File: config.mk
export PLATFORM = sky130hd
export DESIGN_NAME = interval_timer
export DESIGN_NICKNAME = d
export VERILOG_FILES = /design/src/rtl/tmr_pkg.sv /design/src/rtl/tmr_cfg_reg.sv /design/src/rtl/tmr_down_cnt.sv /design/src/rtl/tmr_pend.sv /design/src/rtl/interval_timer.sv
export SDC_FILE = /design/constraint.sdc
export NUM_CORES = 1
export LEC_CHECK = 0
export ABC_AREA = 1
export BUFFER_PORTS_ARGS = -buffer_cell sky130_fd_sc_hd__buf_4
export CAP_MARGIN = 20
export CORE_MARGIN = 4
export CORE_UTILIZATION = 28
export DETAILED_ROUTE_END_ITERATION = 16
export HOLD_SLACK_MARGIN = 0.05
export SLEW_MARGIN = 10
export SYNTH_ARGS = -nofsm -noshare
export SYNTH_HDL_FRONTEND = slang
export SYNTH_SLANG_ARGS = --single-unit
File: constraint.sdc
create_clock -name clk -period 2.4 [get_ports clk]
set_input_delay 0.48 -clock clk [delete_from_list [all_inputs] [get_ports clk]]
set_output_delay 0.48 -clock clk [all_outputs]
set_load 0.01 [all_outputs]
File: src/rtl/tmr_pkg.sv
package tmr_pkg;
  localparam int DATA_W  = 32;
  localparam int EN_BIT  = 31;
  localparam int PER_BIT = 30;
  localparam int CLR_BIT = 30;

  typedef enum logic {
    SEL_CFG  = 1'b0,
    SEL_STAT = 1'b1
  } reg_sel_e;

  function automatic logic [DATA_W-1:0] pack_cfg(logic en, logic per,
                                                 logic [PER_BIT-2:0] cnt);
    logic [DATA_W-1:0] w;
    w = '0;
    w[EN_BIT] = en;
    w[PER_BIT] = per;
    w[PER_BIT-2:0] = cnt;
    return w;
  endfunction

  function automatic logic [DATA_W-1:0] pack_stat(logic pend,
                                                  logic [PER_BIT-2:0] cnt);
    logic [DATA_W-1:0] w;
    w = '0;
    w[CLR_BIT] = pend;
    w[PER_BIT-2:0] = cnt;
    return w;
  endfunction
endpackage

File: src/rtl/tmr_cfg_reg.sv
module tmr_cfg_reg #(
  parameter int CNT_W = 29
) (
  input  logic             clk,
  input  logic             rst_n,
  input  logic             load,
  input  logic             en_in,
  input  logic             per_in,
  input  logic [CNT_W-1:0] cnt_in,
  input  logic             expire,
  output logic             en_q,
  output logic             per_q,
  output logic [CNT_W-1:0] reload_q
);
  always_ff @(posedge clk) begin
    if (!rst_n) begin
      en_q     <= 1'b0;
      per_q    <= 1'b0;
      reload_q <= '0;
    end else if (load) begin
      en_q     <= en_in;
      per_q    <= per_in;
      reload_q <= cnt_in;
    end else if (expire && !per_q) begin
      en_q <= 1'b0;
    end
  end

  assert_oneshot_R5: assert property (@(posedge clk) disable iff (!rst_n)
    (expire && !per_q && !load) |=> !en_q);
  assert_keep_R6: assert property (@(posedge clk) disable iff (!rst_n)
    (expire && per_q && !load) |=> en_q);
endmodule

File: src/rtl/tmr_down_cnt.sv
module tmr_down_cnt #(
  parameter int CNT_W = 29
) (
  input  logic             clk,
  input  logic             rst_n,
  input  logic             load,
  input  logic [CNT_W-1:0] load_val,
  input  logic             tick,
  input  logic             run,
  input  logic             per,
  input  logic [CNT_W-1:0] reload_val,
  output logic [CNT_W-1:0] count,
  output logic             expire
);
  function automatic logic [CNT_W-1:0] next_count(logic [CNT_W-1:0] cur,
                                                  logic p,
                                                  logic [CNT_W-1:0] rl);
    if (cur == '0) return p ? rl : '0;
    return cur - 1'b1;
  endfunction

  logic step;
  assign step   = run && tick && !load;
  assign expire = step && (count == '0);

  always_ff @(posedge clk) begin
    if (!rst_n)    count <= '0;
    else if (load) count <= load_val;
    else if (step) count <= next_count(count, per, reload_val);
  end

  assert_hold_R4: assert property (@(posedge clk) disable iff (!rst_n)
    (!load && !(run && tick)) |=> $stable(count));
  assert_dec_R3: assert property (@(posedge clk) disable iff (!rst_n)
    (step && count != '0) |=> (count == $past(count) - 1'b1));
  assert_reload_R6: assert property (@(posedge clk) disable iff (!rst_n)
    (expire && per) |=> (count == $past(reload_val)));
  assert_restart_R10: assert property (@(posedge clk) disable iff (!rst_n)
    load |=> (count == $past(load_val)));
endmodule

File: src/rtl/tmr_pend.sv
module tmr_pend (
  input  logic clk,
  input  logic rst_n,
  input  logic expire,
  input  logic clr,
  output logic pending
);
  always_ff @(posedge clk) begin
    if (!rst_n)      pending <= 1'b0;
    else if (expire) pending <= 1'b1;
    else if (clr)    pending <= 1'b0;
  end

  assert_set_R12: assert property (@(posedge clk) disable iff (!rst_n)
    expire |=> pending);
  assert_clear_R8: assert property (@(posedge clk) disable iff (!rst_n)
    (clr && !expire) |=> !pending);
  assert_level_R9: assert property (@(posedge clk) disable iff (!rst_n)
    (pending && !clr) |=> pending);
endmodule

File: src/rtl/interval_timer.sv
module interval_timer #(
  parameter int CNT_W = 29
) (
  input  logic        clk,
  input  logic        rst_n,
  input  logic        tick,
  input  logic        wr_en,
  input  logic        wr_addr,
  input  logic [31:0] wr_data,
  input  logic        rd_addr,
  output logic [31:0] rd_data,
  output logic        irq
);
  import tmr_pkg::*;

  logic             cfg_load, stat_clr, expire, pending;
  logic             en_q, per_q;
  logic [CNT_W-1:0] reload_q, count;

  assign cfg_load = wr_en && (reg_sel_e'(wr_addr) == SEL_CFG);
  assign stat_clr = wr_en && (reg_sel_e'(wr_addr) == SEL_STAT) && wr_data[CLR_BIT];

  tmr_cfg_reg #(.CNT_W(CNT_W)) u_cfg (
    .clk(clk), .rst_n(rst_n), .load(cfg_load),
    .en_in(wr_data[EN_BIT]), .per_in(wr_data[PER_BIT]),
    .cnt_in(wr_data[CNT_W-1:0]), .expire(expire),
    .en_q(en_q), .per_q(per_q), .reload_q(reload_q)
  );

  tmr_down_cnt #(.CNT_W(CNT_W)) u_cnt (
    .clk(clk), .rst_n(rst_n), .load(cfg_load),
    .load_val(wr_data[CNT_W-1:0]), .tick(tick), .run(en_q),
    .per(per_q), .reload_val(reload_q), .count(count), .expire(expire)
  );

  tmr_pend u_pend (
    .clk(clk), .rst_n(rst_n), .expire(expire), .clr(stat_clr),
    .pending(pending)
  );

  logic [PER_BIT-2:0] cnt_ext, rl_ext;
  assign cnt_ext = (PER_BIT-1)'(count);
  assign rl_ext  = (PER_BIT-1)'(reload_q);

  always_comb begin
    if (reg_sel_e'(rd_addr) == SEL_STAT) rd_data = pack_stat(pending, cnt_ext);
    else                                 rd_data = pack_cfg(en_q, per_q, rl_ext);
  end

  assign irq = pending;

  assert_stop_R7: assert property (@(posedge clk) disable iff (!rst_n)
    (cfg_load && wr_data == '0) |=> (!en_q && count == '0));
  assert_idle_R5: assert property (@(posedge clk) disable iff (!rst_n)
    (!en_q && !cfg_load) |=> !expire);
endmodule

==> results of run 1 <==
-- per-stage QoR --
stage / utilization (%) / std cells / setup slack, ns
4_1_cts: 35.3 / 993 / 0.375
3_3_place_gp: 33.3 / 977 / 0.420
6_report: 35.3 / 993 / 0.387
2_1_floorplan: - / 741 / 0.665
3_5_place_dp: 33.3 / 977 / 0.409
5_1_grt: 35.3 / 993 / 0.167
-- cells in the mapped netlist (all sizes together) --
cell type  number  area share, %
ha              1           0.29
mux2            3           0.79
xor2           10            2.0
o21ai          56            6.5
clkbuf         22            1.9
buf            13            1.8
nand4          12            1.9
nor3            2           0.61
nand3b         15            2.6
nor2          101             10
a21oi          43            5.0
o21a            9            1.6
nand2         220             20
inv           119             10
nand3          53            6.2
conb            1          0.087
dfxtp          61             28
-- state kept, by name (all words and copies together), names as in the netlist --
signal / count
u_cfg.reload_q: 29
u_cnt.count: 29
u_cfg.en_q: 1
u_cfg.per_q: 1
u_pend.pending: 1
-- layer usage --
| metal | global-route usage [%] | part of all wire, % | wire (µm) | vias up |
|---|---|---|---|---|
| met2 | 23.8 | 45 | 5730 | 84 |
| met1 | 20.6 | 50 | 6300 | 1963 |
| li1 | - | - | - | 2411 |
| met3 | 2.86 | 3.5 | 437 | 15 |
| met4 | 4.49 | 1.4 | 178 | 0 |
| met5 | 0 | 0 | 0 | - |
-- cell usage in the layout, fill, tap and decap left out, types with 4 or more instances in the layout --
cell type / instances
a21oi_1: 43
buf_4: 80
clkbuf_16: 9
clkbuf_8: 4
dfxtp_1: 61
inv_1: 115
nand2_1: 215
nand2_2: 4
nand3_1: 53
nand3b_1: 15
nand4_1: 11
nor2_1: 91
nor2_2: 7
o21a_1: 9
o21ai_0: 55
xor2_1: 10
-- critical path, stage by stage (launching register included) --
cell and delay (ns):
dfxtp_1 0.31, inv_1 0.13, ha_1 0.27, nand2_2 0.13, nor2_8 0.13, nand2_2 0.08, nor2_2 0.09, nand4_2 0.25
nor2_4 0.30, nand2_1 0.09, nand3_1 0.08, nand2_1 0.05, inv_1 0.04
-- worst max-delay path by stage --
stage	startpoint	to	slack [ns]	depth (start not counted)
after floorplan	rd_addr	rd_data[26]	0.67	4
after global placement	u_cnt.count[0]$_SDFFE_PN0P_	u_cnt.count[23]$_SDFFE_PN0P_	0.42	12
after detailed placement	u_cnt.count[0]$_SDFFE_PN0P_	u_cnt.count[26]$_SDFFE_PN0P_	0.41	12
after CTS	u_cnt.count[0]$_SDFFE_PN0P_	u_cnt.count[20]$_SDFFE_PN0P_	0.37	12
after global routing	u_cnt.count[0]$_SDFFE_PN0P_	u_cnt.count[16]$_SDFFE_PN0P_	0.17	14
final	u_cnt.count[0]$_SDFFE_PN0P_	u_cnt.count[20]$_SDFFE_PN0P_	0.39	12
-- area by class of cell --
cell class,count,area share (%)
tap,188,4.42
sequential,61,22.9
multi-input combinational,526,46.3
inverter,119,8.44
timing repair buffer,83,12.4
clock buffer,16,5.48
-- kinds of logic after synthesis --
kind of cell	after synthesis	share of synthesized area, %
buffers and inverters	154	14.2
XOR/XNOR	10	2.04
other	1	0.0873
adder cells (fa/ha/maj)	1	0.291
AND/OR/NAND/NOR	403	41.0
flip-flops	61	28.4
multiplexers	3	0.786
AO/OA/AOI/OAI	108	13.1
-- power groups by stage --
stage,Clock [mW],Combinational (mW),Sequential [mW]
after detailed placement,0,0.930,1.16
after global placement,0,0.926,1.16
after CTS,1.29,0.935,1.14
after global routing,1.34,1.07,1.15
after floorplan,0,0.640,1.15
final,1.26,0.929,1.14
==> results.py, run 1 <==
metrics = {
    "run_status": {
        "status": "complete, no violations",
    },
    "place": {
        "gp_congestion": 0.857,
        "hpwl_um": 8830,
        "portBuffers": 68,
        "placed_area_um2": 5030,
    },
    "cts": {
        "htree_levels": 3,
        "clkLatencyLatePin_ns": 0.33,
        "clockRootBuffer": "clkbuf_16",
        "numClockSinks": 61,
        "hold_buffers": 0,
        "cts.path.max_buffers": 2,
        "post_cts_buffers": 0,
        "postCtsResizedCells": 0,
        "cts_tree": "yes",
        "numCtsBuffers": 9,
        "path_clk_slew_ns": 0.05,
    },
    "layout": {
        "area_growth_pct": 23.9,
        "multi_input_area_um2": 2470,
        "fin_area_um2": 5320,
        "fill_cells": 1702,
        "drive_above_1_share_pct": 15.0,
        "diodes": 0,
        "regArea_um2": 1220,
        "nets": 839,
    },
    "critical_path": {
        "critPathCaptureType": "flip-flop",
        "r2r-end": "u_cnt.count[20]$_SDFFE_PN0P_",
        "crit_path_start_kind": "flip-flop",
        "reg2reg_from": "u_cnt.count[0]$_SDFFE_PN0P_",
        "critical_path_class": "flip-flop to flip-flop",
        "rrSetupSlack_ns": 0.39,
        "crit_fanout": 8,
        "reg2reg_depth": 12,
        "critPathRequiredTime_ns": 2.68,
        "arrival_ns": 2.30,
    },
    "floorplanning": {
        "pin_count": 71,
        "initial_core_util_pct": 28.5,
        "die_x_um": 132,
        "core_area_um2": 15100,
        "row_count": 45,
        "fp.dieH_um": 132,
        "dieArea_um2": 17400,
    },
    "power": {
        "power_mw": 3.33,
        "swShare_pct": 32.8,
        "internal_power_mw": 2.24,
        "p_comb_share_pct": 27.9,
        "clockPowerShare_pct": 37.8,
        "power.density_nw_per_um2": 626,
        "peakVddDrop_uv": 300,
        "pwr-share-seq_pct": 34.3,
        "p_sw_mw": 1.09,
        "p_leak_nw": 2.76,
    },
    "sta": {
        "fin_skew_ns": 0.00586,
        "max_freq_mhz": 497,
        "finalHoldViolCount": 0,
        "hold_ws_ns": 0.410,
        "rsz0062_at_grt": "no",
        "finalMaxSlewViolations": 0,
        "period_minus_slack_ns": 2.01,
        "setup_viol": 0,
        "tns_ns": 0,
        "fin_crit_sh_pct": 83.9,
    },
    "synth": {
        "syn-instance-count": 741,
        "syn_nets": 780,
        "synth.distinct_cells": 30,
        "synth.avg_cell_area_um2": 5.80,
        "yosysSeqAreaShare_pct": 28.4,
        "synth-seq-cells": 61,
        "mappedNetlistArea_um2": 4300,
        "yosys_warnings": 0,
    },
    "drt": {
        "drc": 0,
        "vias_per_cell": 4.50,
        "antenna_left": 0,
        "drt_iter0_drc": 311,
        "vias": 4473,
        "finalWirelength_um": 12600,
        "post_drt_wl_per_cell_um": 12.7,
        "firstDrtPassIters": 4,
    },
    "min_path": {
        "hp-start": "wr_data[31]",
        "hold_path_class": "primary input to flip-flop",
        "min_to": "u_cfg.en_q$_SDFFE_PN0P_",
        "hold-path-cell-count": 3,
    },
    "global_route": {
        "grt_pass1_vias": 4232,
        "globalRouteOverflowTotal": 0,
        "grt_pass1_wl_um": 21300,
        "antenna_found_initial": 0,
        "grt_max_degree": 68,
        "gr-usage-all-layers_pct": 15.0,
    },
    "flow_run": {
        "max_cap_violations": 0,
    },
}
No activity file was read; power rests on OpenSTA's default activity.
==> inputs of run 2 (changes only) <==
==> constraint.sdc (replaced) <==
create_clock -name clk -period 1.9 [get_ports clk]
set_input_delay 0.38 -clock clk [delete_from_list [all_inputs] [get_ports clk]]
set_output_delay 0.38 -clock clk [all_outputs]
set_load 0.01 [all_outputs]
==> run 2 against run 1 <==
  * Sequential power grew 26%
  * Register-to-register slack lost 0.24 ns
  * Sequential share of layout area shrank 1.1 points
  * Total power grew 30%
  * Clock power grew 28%
  * Global-route usage is essentially flat
==> results.py, run 2 (synthesis gave the netlist of run 1 again) <==
metrics = {
    "cts": {
        "path_clk_slew_ns": 0.05,
        "clockRootBuffer": "clkbuf_16",
        "htree_levels": 3,
        "numCtsBuffers": 9,
        "hold_buffers": 0,
        "cts.path.max_buffers": 2,
        "cts_tree": "yes",
        "clkLatencyLatePin_ns": 0.33,
        "numClockSinks": 61,
    },
    "floorplanning": {
        "die_x_um": 132,
        "fp.dieH_um": 132,
        "dieArea_um2": 17400,
        "initial_core_util_pct": 28.5,
        "pin_count": 71,
        "row_count": 45,
        "core_area_um2": 15100,
    },
    "global_route": {
        "grt_pass1_vias": 4349,
        "globalRouteOverflowTotal": 0,
        "gr-usage-all-layers_pct": 15.0,
        "grt_max_degree": 57,
        "grt_pass1_wl_um": 21500,
        "antenna_found_initial": 0,
    },
    "place": {
        "pre_cts_slack_ns": 0.0336,
        "hpwl_um": 9330,
        "gp_congestion": 0.861,
        "placed_area_um2": 5180,
        "dpl.cell_count": 998,
        "portBuffers": 68,
    },
    "drt": {
        "vias": 4624,
        "post_drt_wl_per_cell_um": 12.6,
        "finalWirelength_um": 12800,
        "drt_iter0_drc": 386,
        "firstDrtPassIters": 6,
        "antenna_left": 0,
        "drc": 0,
        "vias_per_cell": 4.54,
    },
    "run_status": {
        "status": "complete, no violations",
    },
    "critical_path": {
        "critPathRequiredTime_ns": 2.17,
        "arrival_ns": 2.02,
        "crit_path_start_kind": "flip-flop",
        "critical_path_class": "flip-flop to flip-flop",
        "crit_fanout": 6,
        "critPathCaptureType": "flip-flop",
    },
    "sta": {
        "finalMaxSlewViolations": 0,
        "fin_crit_sh_pct": 92.4,
        "max_freq_mhz": 570,
        "worst_slack_ns": 0.145,
        "tns_ns": 0,
        "rsz0062_at_grt": "no",
        "setup_viol": 0,
        "period_minus_slack_ns": 1.75,
        "finalHoldViolCount": 0,
        "fin_skew_ns": 0.00755,
    },
    "layout": {
        "nets": 867,
        "stdcell_count": 1019,
        "final_cell_mix": "nand2_1 (213), inv_1 (113), buf_4 (105), nor2_1 (86), dfxtp_1 (58)",
        "diodes": 0,
        "largestRegisters": "u_cfg.reload_q (29), u_cnt.count (29)",
        "fin_area_um2": 5600,
        "fill_cells": 1695,
        "mostFrequentLayoutCell": "nand2_1",
        "area_growth_pct": 30.4,
        "drive_above_1_share_pct": 19.4,
    },
    "flow_run": {
        "max_cap_violations": 0,
    },
    "power": {
        "p_leak_nw": 2.89,
        "power.density_nw_per_um2": 776,
        "peakVddDrop_uv": 419,
    },
    "min_path": {
        "hold_path_class": "primary input to flip-flop",
    },
}
## run 2: changes by cell type in the layout (fill, tap and decap cells not counted), sizes merged
| cell | before | now |
|---|---|---|
| buf | 83 | 111 |
| clkbuf | 16 | 12 |
| bufinv | 0 | 1 |
| clkinv | 0 | 1 |
## run 2: layout make-up
type,count,area (µm²),share of cell area [%]
Sequential cell,61,1220,21.9
Inverter,119,449,8.02
Timing Repair Buffer,111,891,15.9
Tap cell,188,235,4.20
Multi-Input combinational cell,526,2520,45.0
Clock buffer,12,246,4.40
Clock inverter,2,35.0,0.626
## run 2: stage by stage
step	total power, mW	util (%)	hold WS [ns]
after floorplan	2.26	-	0.452
after global placement	2.70	34.3	0.461
after detailed placement	2.71	34.3	0.468
after CTS	4.32	36.2	0.305
after global routing	4.62	37.1	0.328
final	4.35	37.1	0.312
## run 2: final timing paths
path	start	cells past startpoint	slack (ns)	end
setup / recovery	u_cnt.count[23]$_SDFFE_PN0P_	10	0.15	u_cnt.count[1]$_SDFFE_PN0P_
hold / removal	wr_data[31]	3	0.31	u_cfg.en_q$_SDFFE_PN0P_
setup reg to reg	u_cnt.count[23]$_SDFFE_PN0P_	10	0.15	u_cnt.count[1]$_SDFFE_PN0P_
hold reg to reg	u_cfg.reload_q[5]$_SDFFE_PN0P_	2	0.48	u_cfg.reload_q[5]$_SDFFE_PN0P_
## run 2: routing by layer
metal  track usage (%)  share of wire, %  vias to the layer above
met3              2.79               3.9                       12
met5                 0                 0                        -
met4              5.13               1.5                        0
met2              23.6                44                       92
met1              20.6                50                     2050
li1                  -                 -                     2470
## run 2: worst max-delay path, stage by stage, from the launching register on
cell and delay (ns):
dfxtp_1 0.36, nor2_1 0.19, nand2_1 0.16, nor3_4 0.25
buf_12 0.14, nand2_8 0.07, buf_12 0.13, buf_4 0.13
nor2_2 0.07, o21ai_1 0.07, a21oi_1 0.12
## run 2: where the power goes
part	switching, mW	internal, mW	total, mW
clock network	0.574	1.03	1.61
logic	0.778	0.520	1.30
registers	0.0749	1.36	1.44
total	1.43	2.92	4.35
## run 2: what timing repair did
action / CTS / global route
setup buffers: 0 / 7
resized for setup: 0 / 19
endpoints found under the setup margin: 0 / 24
